<file path="config.mk">
export PLATFORM = sky130hd
export DESIGN_NAME = pingpong_dma
export DESIGN_NICKNAME = d
export VERILOG_FILES = /design/src/rtl/pingpong_dma.sv
export SDC_FILE = /design/constraint.sdc
export NUM_CORES = 1
export LEC_CHECK = 0
export ABC_AREA = 1
export BUFFER_PORTS_ARGS = -buffer_cell sky130_fd_sc_hd__clkbuf_2
export CAP_MARGIN = 0
export CORE_ASPECT_RATIO = 0.8
export CORE_MARGIN = 5
export CORE_UTILIZATION = 40
export CTS_CLUSTER_DIAMETER = 120
export DETAILED_ROUTE_END_ITERATION = 8
export GPL_TIMING_DRIVEN = 0
export PLACE_DENSITY = 0.7
export SLEW_MARGIN = 25
export SYNTH_ARGS = -nofsm -noshare
export SYNTH_HDL_FRONTEND = slang
export SYNTH_SLANG_ARGS = --single-unit
export TNS_END_PERCENT = 30
</file>
<file path="constraint.sdc">
create_clock -name clk -period 3.9 [get_ports clk]
set_clock_uncertainty 0.2 [all_clocks]
set_input_delay 0.585 -clock clk [delete_from_list [all_inputs] [get_ports clk]]
set_output_delay 0.585 -clock clk [all_outputs]
set_load 0.01 [all_outputs]
</file>
<file path="src/rtl/pingpong_dma.sv">
module pingpong_dma #(
  parameter int AW = 32,
  parameter int CW = 13,
  parameter int DW = 16
) (
  input  logic          clk,
  input  logic          rst_n,
  input  logic          reg_we,
  input  logic [4:0]    reg_addr,
  input  logic [AW-1:0] reg_wdata,
  output logic [AW-1:0] reg_rdata,
  output logic          irq,
  output logic [3:0]    dev_sel,
  input  logic          dev_dreq,
  output logic          dev_req,
  output logic          dev_we,
  output logic [DW-1:0] dev_wdata,
  input  logic [DW-1:0] dev_rdata,
  input  logic          dev_ack,
  output logic          mem_req,
  output logic          mem_we,
  output logic [AW-1:0] mem_addr,
  output logic [DW-1:0] mem_wdata,
  input  logic [DW-1:0] mem_rdata,
  input  logic          mem_ack,
  input  logic          mem_err
);
  localparam int HW = DW / 2;
  localparam int B_RUN = 0, B_IE = 1, B_ERR = 2, B_DNA = 3, B_STA = 4, B_DNB = 5, B_STB = 6, B_ACT = 7;
  localparam logic [7:0] SET_MASK = 8'h53;
  localparam logic [7:0] CLR_MASK = 8'h7F;

  typedef enum logic [1:0] {ST_IDLE, ST_SRC, ST_DST} st_t;

  st_t           st_q;
  logic [7:0]    cfg_q, ctl_q, ctl_n;
  logic [AW-1:0] adr_q [2];
  logic [CW-1:0] cnt_q [2];
  logic [3:0]    beats_q;
  logic [DW-1:0] dat_q, xf;

  wire [2:0] wsel = reg_addr[4:2];
  wire unused_lsb = &{1'b0, reg_addr[1:0]};

  wire dir_in = cfg_q[0];
  wire swap   = cfg_q[1];
  wire burst8 = cfg_q[2];
  wire wide   = cfg_q[3];
  wire act    = ctl_q[B_ACT];
  wire run    = ctl_q[B_RUN];
  wire armed  = act ? ctl_q[B_STB] : ctl_q[B_STA];

  wire [CW-1:0] cnt_act = cnt_q[act];
  wire [CW-1:0] step    = (wide && cnt_act != CW'(1)) ? CW'(2) : CW'(1);

  assign mem_req = (st_q == ST_SRC && !dir_in) || (st_q == ST_DST && dir_in);
  assign dev_req = (st_q == ST_SRC && dir_in) || (st_q == ST_DST && !dir_in);
  assign mem_we  = (st_q == ST_DST);
  assign dev_we  = (st_q == ST_DST);
  assign mem_addr = adr_q[act];

  always_comb begin
    if (!wide)     xf = {{(DW-8){1'b0}}, dat_q[7:0]};
    else if (swap) xf = {dat_q[HW-1:0], dat_q[DW-1:HW]};
    else           xf = dat_q;
  end
  assign mem_wdata = xf;
  assign dev_wdata = xf;

  wire ack_now   = (mem_req && mem_ack) || (dev_req && dev_ack);
  wire fault     = mem_req && mem_ack && mem_err;
  wire beat_done = (st_q == ST_DST) && ack_now && !fault;
  wire cmpl      = (st_q == ST_IDLE) && run && armed && (cnt_act == '0);
  wire go        = (st_q == ST_IDLE) && run && armed && (cnt_act != '0) && dev_dreq;

  assign irq     = ctl_q[B_IE] & (ctl_q[B_ERR] | ctl_q[B_DNA] | ctl_q[B_DNB]);
  assign dev_sel = cfg_q[7:4];

  always_comb begin
    ctl_n = ctl_q;
    if (reg_we && wsel == 3'd1) ctl_n = ctl_n | (reg_wdata[7:0] & SET_MASK);
    if (reg_we && wsel == 3'd2) ctl_n = ctl_n & ~(reg_wdata[7:0] & CLR_MASK);
    if (fault) begin
      ctl_n[B_ERR] = 1'b1;
      ctl_n[B_RUN] = 1'b0;
    end
    if (cmpl) begin
      if (act) begin
        ctl_n[B_STB] = 1'b0;
        ctl_n[B_DNB] = 1'b1;
      end else begin
        ctl_n[B_STA] = 1'b0;
        ctl_n[B_DNA] = 1'b1;
      end
      ctl_n[B_ACT] = ~act;
    end
  end

  always_comb begin
    case (wsel)
      3'd0:    reg_rdata = {{(AW-8){1'b0}}, cfg_q};
      3'd3:    reg_rdata = {{(AW-8){1'b0}}, ctl_q};
      3'd4:    reg_rdata = adr_q[0];
      3'd5:    reg_rdata = {{(AW-CW){1'b0}}, cnt_q[0]};
      3'd6:    reg_rdata = adr_q[1];
      3'd7:    reg_rdata = {{(AW-CW){1'b0}}, cnt_q[1]};
      default: reg_rdata = '0;
    endcase
  end

  always_ff @(posedge clk) begin
    if (!rst_n) begin
      cfg_q <= '0;
      ctl_q <= '0;
      for (int i = 0; i < 2; i++) begin
        adr_q[i] <= '0;
        cnt_q[i] <= '0;
      end
    end else begin
      ctl_q <= ctl_n;
      if (reg_we && wsel == 3'd0) cfg_q <= reg_wdata[7:0];
      for (int i = 0; i < 2; i++) begin
        if (reg_we && wsel == 3'(4 + 2 * i)) adr_q[i] <= {reg_wdata[AW-1:2], 2'b00};
        if (reg_we && wsel == 3'(5 + 2 * i)) cnt_q[i] <= reg_wdata[CW-1:0];
      end
      if (beat_done) begin
        adr_q[act] <= adr_q[act] + {{(AW-CW){1'b0}}, step};
        cnt_q[act] <= cnt_act - step;
      end
    end
  end

  always_ff @(posedge clk) begin
    if (!rst_n) begin
      st_q    <= ST_IDLE;
      beats_q <= '0;
      dat_q   <= '0;
    end else begin
      case (st_q)
        ST_IDLE: if (go) begin
          st_q    <= ST_SRC;
          beats_q <= burst8 ? 4'd8 : 4'd4;
        end
        ST_SRC: begin
          if (fault) st_q <= ST_IDLE;
          else if (ack_now) begin
            dat_q <= dir_in ? dev_rdata : mem_rdata;
            st_q  <= ST_DST;
          end
        end
        ST_DST: begin
          if (fault) st_q <= ST_IDLE;
          else if (ack_now) begin
            if (!run || cnt_act == step || beats_q == 4'd1) st_q <= ST_IDLE;
            else begin
              st_q    <= ST_SRC;
              beats_q <= beats_q - 4'd1;
            end
          end
        end
        default: st_q <= ST_IDLE;
      endcase
    end
  end
endmodule

</file>
==> results_dict.tcl, run 1 <==
set metrics [dict create \
    grt_pass1_wl_um 49230 \
    leakage_nw 4.943 \
    clk_path_buf_depth 2 \
    fin_crit_sh_pct 97.08 \
    crit_chain "buf_12, buf_8, nand2_1, o21ai_1, nand2_1, nor2_4, a31oi_4, inv_2, ha_2, inv_1, fa_2, nor2_4, nand2_4, nor2_4, nand3_1, nand2_1, nand2_1, nand2_1, nand2_1" \
    min_path_type "in2reg" \
    die_w_um 177.0 \
    numCtsBuffers 17 \
    endpoint_kind "flop" \
    cts_tree "yes" \
    max_slew_margin_pct 24.12 \
    holdCritStartpoint "reg_wdata[0]" \
    wl_per_cell_um 18.09 \
    clkTransAtPathRegs_ps 60 \
    setup_violations 0 \
    crit_arrival_ps 3770 \
    power_w 0.003655 \
    slowest_delay_ps 400 \
    place_congestion 0.9572 \
    synth-async-reset-ratio_pct 0 \
    drc 0 \
    clock.fmax_mhz 264.1 \
    antenna_found_initial 0 \
    h-tree-depth 4 \
    cp_max_fo 10 \
    start_kind "flop" \
    design.portCount 181 \
    synth-seq-cells 129 \
    start_util_pct 41.05 \
    core_mm2 0.02174 \
    dp_cells 1746 \
    finalHoldViolations 0 \
    cts_sinks 129 \
    fin_nets 1555 \
    dr.pass1.iters 6 \
    clkLatencyLatePin_ps 430 \
    syn_avg_cell_area_um2 7.099 \
    first_iter_violations 1207 \
    vias 9477 \
    tns_ps 0 \
    antenna_left 0 \
    gr-total-overflow 0 \
    irDropWorstVdd_uv 305.0 \
    vias_per_cell 5.312 \
    dp_slack_ps -476.7 \
    ff2ff_path_depth 19 \
    layout.cells.non_filler 1784 \
    cts_root_buf "clkbuf_16" \
    worst_slew_pin_slew_ps 1130 \
    grt_usage_pct 25.37 \
    crit_top_cell "nand2_1" \
    ys_seq_area_share_pct 39.04 \
    syn_inst 1257 \
    p_per_area_mw_per_mm2 332.4 \
    synth_edf_count 90 \
    synthDistinctLibCells 41 \
    die_h_um 143.6 \
    cpMaxStageDelayCell "fa_2" \
    fin_ws_ps 114.0 \
    synthToLayoutAreaGrowth_pct 23.21 \
    yosysWarnings 0 \
    path_class "reg2reg" \
    row_count 48 \
    syn_nets 1341 \
    drive_above_1_share_pct 23.79 \
    finalCriticalPeriod_ps 3786 \
    io_buffers 177 \
    r2r_setup_slack_ps 110 \
    synthesis.area_mm2 0.008924 \
    hold_depth 2 \
    slew_violations 0 \
    status "complete, no violations" \
    die_area_mm2 0.02541 \
    n_antenna_cell 0 \
    fin_util_pct 50.57 \
    cp.required_ps 3880 \
    hold_buffers 0 \
    hpwlAfterDp_um 24470 \
    synth_ff_type "edfxtp_1" \
    grt_max_degree 17 \
    r2r_end "adr_q[0][24]" \
    grt_pass1_vias 8879 \
    maxCapViolations 0 \
    totalWireLength_um 32280 \
]
## worst max-delay path by stage
stage                   endpoint  cells past startpoint        start  slack [ps]
floorplan            adr_q[0][0]                      7  reg_addr[3]         290
global placement    adr_q[0][15]                      8  reg_addr[2]       -1830
detailed placement  adr_q[0][24]                     20         flop        -480
CTS                 adr_q[0][24]                     20         flop          20
global route        adr_q[0][24]                     20         flop         -10
finish              adr_q[0][24]                     19         flop         110
## critical path: cells and delay by family, from the launching register on
kind	cells	cell delay [ps]
compound gates	2	340
fa+ha+maj	2	620
buf+inv	4	540
flops	1	360
simple gates	11	1470
## flip-flops by register name, summed over array words and instances, names as in the netlist, named ones only
name / count
adr_q: 64
cfg_q: 8
dat_q: 16
st_q: 2
ctl_q: 6
beats_q: 4
cnt_q: 26
## metrics by stage
step / hold slack [ps] / area (µm²)
4_1_cts: 178.6 / 10890
2_1_floorplan: 235.3 / 8924
6_report: 188.7 / 10990
3_3_place_gp: 249.4 / 10180
5_1_grt: 187.2 / 10990
3_5_place_dp: 253.9 / 10270
## power breakdown
part	switching, W	total, W	leakage [nW]	internal [W]
Combinational	0.000340	0.000506	3.46	0.000166
Sequential	0.0000325	0.00157	1.19	0.00154
Clock	0.000639	0.00158	0.298	0.000941
Total	0.00101	0.00365	4.94	0.00264
## kinds of logic (layout without fill, tap and decap cells)
logic type | after synthesis | count (layout) | synth area share (%)
compound gates | 246 | 246 | 16.46
simple gates | 619 | 619 | 28.58
buf+inv | 229 | 456 | 12.09
flops | 129 | 129 | 39.04
xor+xnor | 26 | 26 | 2.552
fa+ha+maj | 8 | 8 | 1.290
## synth_stat cells, types with 19 or more instances
| master | n | share of area, % |
|---|---|---|
| a21oi_1 | 49 | 2.7 |
| buf_4 | 27 | 2.3 |
| clkbuf_1 | 28 | 1.2 |
| dfxtp_1 | 39 | 8.7 |
| edfxtp_1 | 90 | 30 |
| inv_1 | 148 | 6.2 |
| nand2_1 | 423 | 18 |
| nand3_1 | 45 | 2.5 |
| nor2_1 | 92 | 3.9 |
| o21ai_0 | 94 | 5.3 |
| o21ai_1 | 36 | 2.0 |
| o21ai_2 | 28 | 2.7 |
| xor2_1 | 19 | 1.9 |
## per-layer routing
metal  global-route usage [%]  vias to the layer above  routed length [µm]
met5                        0                        -                   0
met4                    8.262                        0                 721
met3                    6.181                       66                3829
met2                    38.56                      533               14170
met1                    35.79                     4385               13560
li1                         -                     4493                   -
## placed cells by master, fill, tap and decap left out, types with 28 or more instances in the layout
| cell | Yosys | routed |
|---|---|---|
| nand2_1 | 423 | 421 |
| clkbuf_2 | 1 | 178 |
| inv_1 | 148 | 147 |
| o21ai_0 | 94 | 94 |
| nor2_1 | 92 | 90 |
| edfxtp_1 | 90 | 90 |
| a21oi_1 | 49 | 49 |
| nand3_1 | 45 | 45 |
| buf_4 | 27 | 43 |
| dfxtp_1 | 39 | 39 |
| o21ai_1 | 36 | 35 |
| clkbuf_1 | 28 | 28 |
| o21ai_2 | 28 | 28 |
## cell type report
type / instances / area, µm²
Buffer: 72 / 509.2
Sequential cell: 129 / 3483
Multi-Input combinational cell: 899 / 4434
Timing Repair Buffer: 195 / 1018
Clock inverter: 10 / 65.06
Inverter: 157 / 591.8
Clock buffer: 22 / 516.7
Fill cell: 2129 / 10750
Tap cell: 300 / 375.4
## what timing repair did
action,CTS,global route
endpoints found under the setup margin,27,30
resized for setup,9,14
cloned,0,0
buffers inserted,0,6
pin swaps,1,7
(Power assumes the default switching activity.)
==> inputs of run 2 (changes only) <==
--- a/config.mk
+++ b/config.mk
@@ -8,8 +8,7 @@
 export ABC_AREA = 1
 export BUFFER_PORTS_ARGS = -buffer_cell sky130_fd_sc_hd__clkbuf_2
 export CAP_MARGIN = 0
-export CORE_ASPECT_RATIO = 0.8
-export CORE_MARGIN = 5
+export CORE_MARGIN = 3
 export CORE_UTILIZATION = 40
 export CTS_CLUSTER_DIAMETER = 120
 export DETAILED_ROUTE_END_ITERATION = 8
==> run 2 against run 1 <==
  * Worst hold slack better by 11 ps
  * Clock power is essentially flat
  * Sequential power barely moved
  * Total power barely moved
  * Maximum frequency rose by 2.3%
  * Non-clock buffer count shrank 3
  * First-iteration DRC count down 24%
  * Register-to-register slack better by 80 ps
  * Global-route usage fell by 0.29 points
  * Critical path depth grew 1
  * Worst setup slack improved by 84 ps
  * Wire length decreased by 4.1%
==> results_dict.tcl, run 2 (same netlist as run 1, synthesis figures left out) <==
set metrics [dict create \
    status "complete, no violations" \
    totalWireLength_um 30960 \
    cp.required_ps 3890 \
    row_count 54 \
    slew_violations 0 \
    largest_reg_flops 64 \
    grt_pass1_vias 8432 \
    start_util_pct 40.76 \
    clkLatencyLatePin_ps 440 \
    setup_violations 0 \
    hold_buffers 0 \
    gr-total-overflow 0 \
    antenna_found_initial 0 \
    p_sw_share_pct 30.06 \
    cts_root_buf "clkbuf_16" \
    power_w 0.003652 \
    r2r_setup_slack_ps 200 \
    clkTransAtPathRegs_ps 70 \
    mostFrequentLayoutCell "nand2_1" \
    io_buffers 177 \
    final_cell_mix "423 x nand2_1, 178 x clkbuf_2, 147 x inv_1, 94 x o21ai_0" \
    first_iter_violations 920 \
    max_slew_margin_pct 35.77 \
    p_per_area_mw_per_mm2 334.4 \
    synthToLayoutAreaGrowth_pct 22.36 \
    dr.pass1.iters 8 \
    path_class "reg2reg" \
    largest_register "adr_q" \
    die_area_mm2 0.02414 \
    maxCapViolations 0 \
    layout.cells.non_filler 1761 \
    p_int_w 0.002554 \
    antenna_left 0 \
    hpwlAfterDp_um 23450 \
    cp_max_fo 10 \
    finalCriticalPeriod_ps 3702 \
    clkPwrFrac_pct 43.4 \
    wl_per_cell_um 17.58 \
    die_h_um 155.4 \
    drc 0 \
    core_mm2 0.02189 \
    leakage_nw 4.914 \
    p_seq_share_pct 43.0 \
    numCtsBuffers 17 \
    cts_tree "yes" \
    n_antenna_cell 0 \
    drive_above_1_share_pct 23.43 \
    irDropWorstVdd_uv 293.8 \
    grt_max_degree 17 \
    clk_path_buf_depth 2 \
    design.portCount 181 \
    grt_pass1_wl_um 46730 \
    start_kind "flop" \
    fin_nets 1552 \
    vias_per_cell 5.304 \
    place_congestion 0.9564 \
    fin_crit_sh_pct 94.93 \
    vias 9340 \
    cts_sinks 129 \
    top_regs "adr_q x64, cnt_q x26, dat_q x16" \
    finalHoldViolations 0 \
    worst_slew_pin_slew_ps 959.9 \
    clock.fmax_mhz 270.1 \
    h-tree-depth 4 \
    dp_cells 1726 \
    grt_usage_pct 25.08 \
    endpoint_kind "flop" \
    crit_arrival_ps 3700 \
    die_w_um 155.4 \
    p_sw_w 0.001098 \
    min_path_type "in2reg" \
    p_comb_share_pct 13.6 \
]
[run 2: cell count changes in the layout (fill, tap and decap cells not counted), sizes merged]
cell    delta
buf        -3
inv        +5
clkbuf     -5
[run 2: layout make-up]
type / instances / area [µm²]
clock inverters: 15 / 156.4
multi-input cells: 899 / 4414
inverters: 157 / 591.8
well taps: 280 / 350.3
clock buffers: 17 / 425.4
flip-flops and latches: 129 / 3483
plain buffers: 72 / 496.7
fillers: 2163 / 10970
repair buffers: 192 / 1001
[run 2: worst paths after layout]
path	from	end	cells after the start
max	flop	adr_q[0][24]	20
min	reg_wdata[0]	flop	2
max reg2reg	flop	adr_q[0][24]	20
min reg2reg	dat_q[9]	dat_q[9]	2
[run 2: repair_timing]
| item | CTS | global route |
|---|---|---|
| endpoints found under the setup margin | 28 | 40 |
| gates resized for setup | 7 | 10 |
| pin swaps | 0 | 3 |
| cloned | 0 | 0 |
| buffers inserted | 0 | 3 |
[run 2: through the flow]
stage	TNS [ps]	util, %	worst slack (ps)	hold slack (ps)	instance area [µm²]
after global placement	-95590	46.41	-1629	250.1	10160
final	0	49.88	197.7	199.2	10920
after floorplan	0	-	288.5	235.3	8924
after global routing	-8.940	49.88	-8.940	210.8	10920
after detailed placement	-4996	46.78	-338.7	256.0	10240
after CTS	0	49.55	18.11	188.1	10850
[run 2: per-layer routing]
| layer | track usage [%] | routed length (µm) | up-vias |
|---|---|---|---|
| met5 | 0 | 0 | - |
| met4 | 8.003 | 874 | 0 |
| li1 | - | - | 4490 |
| met3 | 5.035 | 3260 | 63 |
| met1 | 34.01 | 12570 | 4277 |
| met2 | 40.39 | 14260 | 510 |
[run 2: worst max-delay path, stage by stage, from the launching register on]
cell and delay [ps]:
dfxtp_1 330, buf_6 180, buf_8 200, buf_4 200, nand2_1 80, o21ai_2 110, inv_1 120, nor3_2 180
a31oi_2 160, inv_2 130, ha_2 220, inv_1 70, fa_2 450, nor2_4 160, nand2_4 120, nor2_4 160
nand3_1 90, nand2_1 60, nand2_1 90, nand2_1 70, nand2_1 50
[run 2: power groups by stage]
stage,clock (W),combinational [W],sequential (W)
4_1_cts,0.00160,0.000487,0.00157
2_1_floorplan,0,0.000282,0.00159
5_1_grt,0.00166,0.000545,0.00157
3_3_place_gp,0,0.000468,0.00160
6_report,0.00159,0.000498,0.00157
3_5_place_dp,0,0.000483,0.00160
